**src/rtl/dmf_pkg.sv**
```systemverilog
package dmf_pkg;

  typedef enum logic {
    RD_STANDARD = 1'b0,
    RD_FALLTHRU = 1'b1
  } rd_mode_e;

endpackage

```
**src/rtl/dmf_rst_sync.sv**
```systemverilog
module dmf_rst_sync (
  input  logic clk,
  input  logic arst_n,
  output logic srst_n
);

  logic stage1_q;
  logic stage2_q;

  always_ff @(posedge clk or negedge arst_n) begin
    if (!arst_n) begin
      stage1_q <= 1'b0;
      stage2_q <= 1'b0;
    end else begin
      stage1_q <= 1'b1;
      stage2_q <= stage1_q;
    end
  end

  assign srst_n = stage2_q;

endmodule

```
**src/rtl/dmf_store.sv**
```systemverilog
module dmf_store #(
  parameter int DW = 16,
  parameter int AW = 4
) (
  input  logic          clk,
  input  logic          we,
  input  logic [AW-1:0] waddr,
  input  logic [DW-1:0] wdata,
  input  logic [AW-1:0] raddr,
  output logic [DW-1:0] rdata
);

  localparam int DEPTH = 1 << AW;

  logic [DW-1:0] cells_q [DEPTH];

  always_ff @(posedge clk) begin
    if (we) begin
      cells_q[waddr] <= wdata;
    end
  end

  assign rdata = cells_q[raddr];

endmodule

```
**src/rtl/dmf_wr_side.sv**
```systemverilog
module dmf_wr_side #(
  parameter int AW = 4
) (
  input  logic          clk,
  input  logic          rst_n,
  input  logic          cfg_load,
  input  logic [AW-1:0] af_ofs_i,
  input  logic          wr_req,
  input  logic [AW:0]   rptr_i,
  output logic [AW:0]   wptr_o,
  output logic          wr_fire,
  output logic          room_o,
  output logic          afull_n_o
);

  localparam int PW = AW + 1;
  localparam int DEPTH = 1 << AW;
  localparam logic [PW-1:0] FULL_CNT = PW'(DEPTH);

  logic [AW-1:0] af_ofs_q;
  logic [PW-1:0] wptr_q, wptr_d;
  logic [PW-1:0] rsync_q;
  logic [PW-1:0] used_d;
  logic          room_q, room_d;
  logic          afull_n_q, afull_n_d;

  // offset capture while reset is in force
  always_ff @(posedge clk) begin
    if (cfg_load) begin
      af_ofs_q <= af_ofs_i;
    end
  end

  always_comb begin
    wr_fire   = wr_req && room_q;
    wptr_d    = wptr_q + {{AW{1'b0}}, wr_fire};
    used_d    = wptr_d - rsync_q;
    room_d    = (used_d != FULL_CNT);
    afull_n_d = (used_d < (FULL_CNT - {1'b0, af_ofs_q}));
  end

  always_ff @(posedge clk or negedge rst_n) begin
    if (!rst_n) begin
      wptr_q    <= '0;
      rsync_q   <= '0;
      room_q    <= 1'b1;
      afull_n_q <= 1'b1;
    end else begin
      wptr_q    <= wptr_d;
      rsync_q   <= rptr_i;
      room_q    <= room_d;
      afull_n_q <= afull_n_d;
    end
  end

  assign wptr_o    = wptr_q;
  assign room_o    = room_q;
  assign afull_n_o = afull_n_q;

  p_no_overflow_r2: assert property (@(posedge clk) disable iff (!rst_n)
    wr_fire |-> ((wptr_q - rsync_q) < FULL_CNT));

  p_full_in_afull_band_r7: assert property (@(posedge clk) disable iff (!rst_n)
    !room_q |-> !afull_n_q);

  p_idle_write_holds_r2: assert property (@(posedge clk) disable iff (!rst_n)
    !wr_req |=> $stable(wptr_q));

endmodule

```
**src/rtl/dmf_rd_side.sv**
```systemverilog
module dmf_rd_side
  import dmf_pkg::*;
#(
  parameter int DW = 16,
  parameter int AW = 4
) (
  input  logic          clk,
  input  logic          rst_n,
  input  logic          cfg_load,
  input  logic          fwft_i,
  input  logic [AW-1:0] ae_ofs_i,
  input  logic [AW:0]   wptr_i,
  input  logic          rd_req,
  input  logic [DW-1:0] mem_i,
  output logic [AW:0]   rptr_o,
  output logic [DW-1:0] data_o,
  output logic          avail_o,
  output logic          aempty_n_o
);

  localparam int PW = AW + 1;

  rd_mode_e      mode_q;
  logic [AW-1:0] ae_ofs_q;
  logic [PW-1:0] wsync_q;
  logic [PW-1:0] rptr_q, rptr_d;
  logic [PW-1:0] words_d;
  logic [DW-1:0] dout_q, dout_d;
  logic          orl_q, orl_d;
  logic          nempty_q, nempty_d;
  logic          aempty_n_q, aempty_n_d;
  logic          fwft;
  logic          avail;
  logic          rd_fire;
  logic          mem_has;
  logic          shift;

  // mode and offset capture while reset is in force
  always_ff @(posedge clk) begin
    if (cfg_load) begin
      mode_q   <= rd_mode_e'(fwft_i);
      ae_ofs_q <= ae_ofs_i;
    end
  end

  always_comb begin
    fwft    = (mode_q == RD_FALLTHRU);
    avail   = fwft ? orl_q : nempty_q;
    rd_fire = rd_req && avail;
    mem_has = (wsync_q != rptr_q);
    shift   = mem_has && (fwft ? (!orl_q || rd_fire) : rd_fire);
    rptr_d  = rptr_q + {{AW{1'b0}}, shift};
    dout_d  = shift ? mem_i : dout_q;
    if (!fwft) begin
      orl_d = 1'b0;
    end else if (shift) begin
      orl_d = 1'b1;
    end else if (rd_fire) begin
      orl_d = 1'b0;
    end else begin
      orl_d = orl_q;
    end
    words_d    = wsync_q - rptr_d;
    nempty_d   = (words_d != '0);
    aempty_n_d = (words_d > {1'b0, ae_ofs_q});
  end

  always_ff @(posedge clk or negedge rst_n) begin
    if (!rst_n) begin
      wsync_q    <= '0;
      rptr_q     <= '0;
      dout_q     <= '0;
      orl_q      <= 1'b0;
      nempty_q   <= 1'b0;
      aempty_n_q <= 1'b0;
    end else begin
      wsync_q    <= wptr_i;
      rptr_q     <= rptr_d;
      dout_q     <= dout_d;
      orl_q      <= orl_d;
      nempty_q   <= nempty_d;
      aempty_n_q <= aempty_n_d;
    end
  end

  assign rptr_o     = rptr_q;
  assign data_o     = dout_q;
  assign avail_o    = avail;
  assign aempty_n_o = aempty_n_q;

  p_autoload_r3: assert property (@(posedge clk) disable iff (!rst_n)
    (fwft && !orl_q && mem_has) |=> orl_q);

  p_ready_holds_r4: assert property (@(posedge clk) disable iff (!rst_n)
    (fwft && orl_q && !rd_req) |=> (orl_q && $stable(dout_q)));

  p_std_no_read_holds_r5: assert property (@(posedge clk) disable iff (!rst_n)
    (!fwft && !rd_req) |=> $stable(dout_q));

  p_std_empty_band_r7: assert property (@(posedge clk) disable iff (!rst_n)
    (!fwft && !nempty_q) |-> !aempty_n_q);

  p_read_advances_r1: assert property (@(posedge clk) disable iff (!rst_n)
    (!fwft && rd_fire) |=> (rptr_q == $past(rptr_q) + 1'b1));

endmodule

```
**src/rtl/dmf_fifo.sv**
```systemverilog
module dmf_fifo #(
  parameter int DW = 16,
  parameter int AW = 4
) (
  input  logic          clk,
  input  logic          rst_n,
  input  logic          cfg_fwft,
  input  logic [AW-1:0] cfg_ae_ofs,
  input  logic [AW-1:0] cfg_af_ofs,
  input  logic          wr_en,
  input  logic          wr_mbox,
  input  logic [DW-1:0] wr_data,
  output logic          wr_room,
  output logic          wr_afull_n,
  input  logic          rd_cs_n,
  input  logic          rd_en,
  input  logic          rd_mbox,
  output logic [DW-1:0] rd_data,
  output logic          rd_avail,
  output logic          rd_aempty_n
);

  localparam int PW = AW + 1;

  logic          srst_n;
  logic          cfg_load;
  logic          wr_req;
  logic          rd_req;
  logic          wr_fire;
  logic [PW-1:0] wptr;
  logic [PW-1:0] rptr;
  logic [DW-1:0] mem_rdata;

  assign cfg_load = !srst_n;
  assign wr_req   = wr_en && !wr_mbox;
  assign rd_req   = !rd_cs_n && rd_en && !rd_mbox;

  dmf_rst_sync u_rst (
    .clk    (clk),
    .arst_n (rst_n),
    .srst_n (srst_n)
  );

  dmf_store #(.DW(DW), .AW(AW)) u_store (
    .clk   (clk),
    .we    (wr_fire),
    .waddr (wptr[AW-1:0]),
    .wdata (wr_data),
    .raddr (rptr[AW-1:0]),
    .rdata (mem_rdata)
  );

  dmf_wr_side #(.AW(AW)) u_wr (
    .clk       (clk),
    .rst_n     (srst_n),
    .cfg_load  (cfg_load),
    .af_ofs_i  (cfg_af_ofs),
    .wr_req    (wr_req),
    .rptr_i    (rptr),
    .wptr_o    (wptr),
    .wr_fire   (wr_fire),
    .room_o    (wr_room),
    .afull_n_o (wr_afull_n)
  );

  dmf_rd_side #(.DW(DW), .AW(AW)) u_rd (
    .clk        (clk),
    .rst_n      (srst_n),
    .cfg_load   (cfg_load),
    .fwft_i     (cfg_fwft),
    .ae_ofs_i   (cfg_ae_ofs),
    .wptr_i     (wptr),
    .rd_req     (rd_req),
    .mem_i      (mem_rdata),
    .rptr_o     (rptr),
    .data_o     (rd_data),
    .avail_o    (rd_avail),
    .aempty_n_o (rd_aempty_n)
  );

endmodule

```
**config.mk**
```make
export PLATFORM = sky130hd
export DESIGN_NAME = dmf_fifo
export DESIGN_NICKNAME = d
export VERILOG_FILES = /design/src/rtl/dmf_pkg.sv /design/src/rtl/dmf_rst_sync.sv /design/src/rtl/dmf_store.sv /design/src/rtl/dmf_wr_side.sv /design/src/rtl/dmf_rd_side.sv /design/src/rtl/dmf_fifo.sv
export SDC_FILE = /design/constraint.sdc
export NUM_CORES = 1
export LEC_CHECK = 0
export BUFFER_PORTS_ARGS = -buffer_cell sky130_fd_sc_hd__buf_2
export CORE_UTILIZATION = 30
export DETAILED_ROUTE_END_ITERATION = 6
export PLACE_DENSITY = 0.5
export SYNTH_ARGS = -nofsm -noshare
export SYNTH_HDL_FRONTEND = slang
export SYNTH_SLANG_ARGS = --single-unit
export TNS_END_PERCENT = 1
```
**constraint.sdc**
```tcl
create_clock -name clk -period 3.41 [get_ports clk]
set_input_delay 0.1705 -clock clk [delete_from_list [all_inputs] [get_ports clk]]
set_output_delay 0.1705 -clock clk [all_outputs]
set_load 0.05 [all_outputs]
```
==> impl_metrics.csv <==
group,metric,value,unit
place,pre_cts_slack,0.108,ns
logic_synthesis,synth_common_cells,"edfxtp_1, mux4_2, dfrtp_1, a22oi_1, nand2_1",
place,place_hpwl,15600,um
worst_setup_path,path_class,"reg -> reg",
sta,finalCritPeriodShare,93.8,%
worst_setup_path,endpoint_kind,"flip-flop",
worst_setup_path,cp-endpoint,"u_rd.aempty_n_o$_DFF_PN0_",
logic_synthesis,synth_most_common_cell,"edfxtp_1",
grt,grt-ovfl-total,0,
detailed_routing,vias_per_cell,4.72,
logic_synthesis,synth_cells,595,
grt,grt_pass1_wl,40900,um
logic_synthesis,syn_area_per_cell,20.3,sq um
worst_setup_path,slowest_delay,0.49,ns
logic_synthesis,async_flop_share,14.0,%
grt,grt_usage,13.7,%
logic_synthesis,ys_seq_area_share,74.7,%
floorplanning,num_rows,73,
clock_network,ctsRootBufferMaster,"clkbuf_16",
floorplanning,die_area,41100,sq um
logic_synthesis,yosysTopAreaCell,"edfxtp_1",
logic_synthesis,synth_fp_nets,648,
clock_network,cts_tree,"built",
logic_synthesis,ys_ff_latch,308,
power_and_ir_drop,cellLeakagePower,4.89,nW
floorplanning,initial_utilization,30.4,%
sta,period_minus_slack,3.20,ns
worst_setup_path,path_cells,"xnor2_1 -> nand4_1 -> nor2_2 -> a211oi_4 -> ha_1 -> ha_4 -> inv_1 -> maj3_1 -> maj3_1 -> xor2_2 -> ha_1 -> and4_1 -> o21ai_1",
hold_path,hold_class,"in -> reg",
sta,clock.fmax,313,MHz
grt,grt_max_degree,68,
floorplanning,die_h,203,um
sta,finalSetupViolCount,0,
sta,fin_ws,0.213,ns
worst_setup_path,r2r-end,"u_rd.aempty_n_o$_DFF_PN0_",
detailed_routing,via_count,5890,
clock_network,cts_made_buffers,35,
worst_setup_path,timing.rr.start,"u_rd.rptr_o[0]$_DFF_PN0_",
logic_synthesis,synth_flop_cell,"edfxtp_1",
detailed_routing,totalWireLength,27500,um
finish,drive_gt1_share,32.6,%
finish,area_growth,18.8,%
logic_synthesis,synth_edf_count,265,
worst_setup_path,cp_max_fo,4,
sta,relSlewSlack,30.6,%
sta,tns,0,ns
logic_synthesis,syn_area,12100,sq um
clock_network,cts_sinks,308,
grt,grt_pass1_vias,6335,
detailed_routing,drc,0,
sta,finalClockSkew,0.0223,ns
worst_setup_path,crit_slowest_cell,"dfrtp_4",
worst_setup_path,cp-start-kind,"flip-flop",
clock_network,ctsLongestPathBuffers,3,
logic_synthesis,synth.distinct_cells,40,
worst_setup_path,cp.arrival,3.63,ns
place,gp_congestion,0.751,
detailed_routing,first_iter_violations,466,
power_and_ir_drop,p_per_area,871,nW/um^2
hold_path,worstHoldStart,"wr_data[5]",
clock_network,cts.clk_slew.worst_paths,0.06,ns
worst_setup_path,r2r_cells,13,
worst_setup_path,startpoint,"u_rd.rptr_o[0]$_DFF_PN0_",
clock_network,insertion_delay,0.52,ns
logic_synthesis,yosys.area.top_type_share,65.8,%
logic_synthesis,synth_area_leaders,"edfxtp_1, mux4_2, dfrtp_1, ha_1, a22oi_1",
detailed_routing,dr.pass1.iters,4,
worst_setup_path,reg2reg_slack,0.21,ns
floorplanning,die_w,203,um
worst_setup_path,required,3.84,ns
detailed_routing,wl_per_cell,22.0,um
detailed_routing,postRouteAntennaNets,0,
clock_network,h-tree-depth,2,
sta,worst_pin_slew,1.04,ns
logic_synthesis,ys.warnings.count,0,
floorplanning,core,39700,sq um
grt,antenna_found_initial,1,
place,port_buffers,51,
sta,grt_setup_unrepaired,"false",
sta,final_max_slew_viol_count,0,
floorplanning,io_pins,52,
run_status,status,"finished, final reports clean",
run,drv_cap,0,
finish,nNetsFinal,749,
sta,hold_violations,0,
power_and_ir_drop,peakVddDrop,0.000363,V
## critical path: cells and delay by family, from the launching register on
family / cells / cell delay [ns]
compound gates: 2 / 0.19
xor+xnor: 2 / 0.31
fa+ha+maj: 5 / 1.56
simple gates: 3 / 0.52
buf+inv: 1 / 0.04
flops: 1 / 0.49
## per-layer routing
metal | share of wire, % | global-route usage, % | wire length [um] | vias to the layer above
met2 | 49 | 22.8 | 13600 | 146
met4 | 2.3 | 4.16 | 646 | 2
met3 | 6.1 | 2.38 | 1690 | 50
li1 | - | - | - | 2595
met1 | 42 | 18.2 | 11600 | 3097
met5 | 0.058 | 0 | 16 | -
## cell type report
cell class	instances	area, sq um
diodes	1	2.50
clock buffers	50	963
clock inverters	14	130
fillers	3675	25400
inverters	17	63.8
multi-input cells	245	2920
flip-flops and latches	308	9040
well taps	525	657
repair buffers	89	581
## what timing repair did
item | CTS | global route
setup endpoints to repair | 0 | 1
hold buffers | 11 | 0
setup buffers | 0 | 0
gates resized for setup | 0 | 4
endpoints found under the hold margin | 11 | 0
## report_power, final
part / internal (mW) / switching (mW) / leakage (nW)
clock network: 2.07 / 1.49 / 0.519
registers: 4.52 / 0.237 / 2.90
logic: 1.85 / 2.34 / 1.47
total: 8.43 / 4.07 / 4.89
## registers in the layout, indices dropped and copies added (netlist names)
signal / cells
u_store.cells_q: 256
u_rd.data_o: 16
u_rd.rptr_o: 5
u_rd.wsync_q: 5
u_wr.rsync_q: 5
u_wr.wptr_o: 5
u_rd.ae_ofs_q: 4
u_wr.af_ofs_q: 4
u_rd.aempty_n_o: 1
u_rd.fwft: 1
u_rd.nempty_q: 1
u_rd.orl_q: 1
u_rst.srst_n: 1
u_rst.stage1_q: 1
u_wr.afull_n_o: 1
u_wr.room_o: 1
## worst min path at each step
stage / to / slack (ns) / cells past startpoint
floorplan: u_rst.srst_n$_DFF_PN0_ / -0.13 / 0
global placement: u_rst.stage1_q$_DFF_PN0_ / -0.04 / 1
detailed placement: u_rst.stage1_q$_DFF_PN0_ / -0.04 / 1
CTS: u_store.cells_q[14][12]$_DFFE_PP_ / 0.006 / 1
global route: u_store.cells_q[3][5]$_DFFE_PP_ / 0.02 / 1
finish: u_store.cells_q[2][5]$_DFFE_PP_ / 0.02 / 1
## cells in the final DEF, fill, tap and decap left out, types with 3 or more instances in the layout
cell type      instances
clkbuf_16             36
xnor2_1               15
nor3_1                 3
nor2_1                 6
mux4_2                64
dlygate4sd3_1         11
dfrtp_1               38
clkinv_2               3
xor2_1                 7
a21oi_1                4
clkinvlp_4             4
edfxtp_1             265
mux2_2                 8
mux2_4                 9
inv_1                 17
inv_6                  3
ha_1                  19
nor2_2                13
nor2b_1                4
nor3_2                 4
clkbuf_1              13
nand2_1               22
nand2b_1               4
buf_2                 51
nand3_1                4
a22oi_1               32
buf_4                 26
nand3b_1               3
## cells by family (layout without fill, tap and decap cells)
family	Yosys count	after routing	synth area share, %
AO/OA/AOI/OAI	47	47	2.88
XOR/XNOR	23	23	1.67
adder cells (fa/ha/maj)	23	23	2.40
buffers and inverters	42	170	1.73
flip-flops	308	308	74.7
multiplexers	81	81	13.8
other	1	2	0.0310
AND/OR/NAND/NOR	70	70	2.77
## stage by stage
stage                     hold WS (ns)  std cells  utilization, %  area (sq um)  power (mW)
final                           0.0200       1249            36.1         14400        12.5
after global placement         -0.0439       1173            33.0         13100        8.98
after floorplan                 -0.125        595               -         12100        7.94
after global routing            0.0183       1248            36.1         14400        13.3
after detailed placement       -0.0363       1173            33.0         13100        9.08
after CTS                      0.00646       1248            36.1         14300        12.7
(Power assumes the default switching activity.)
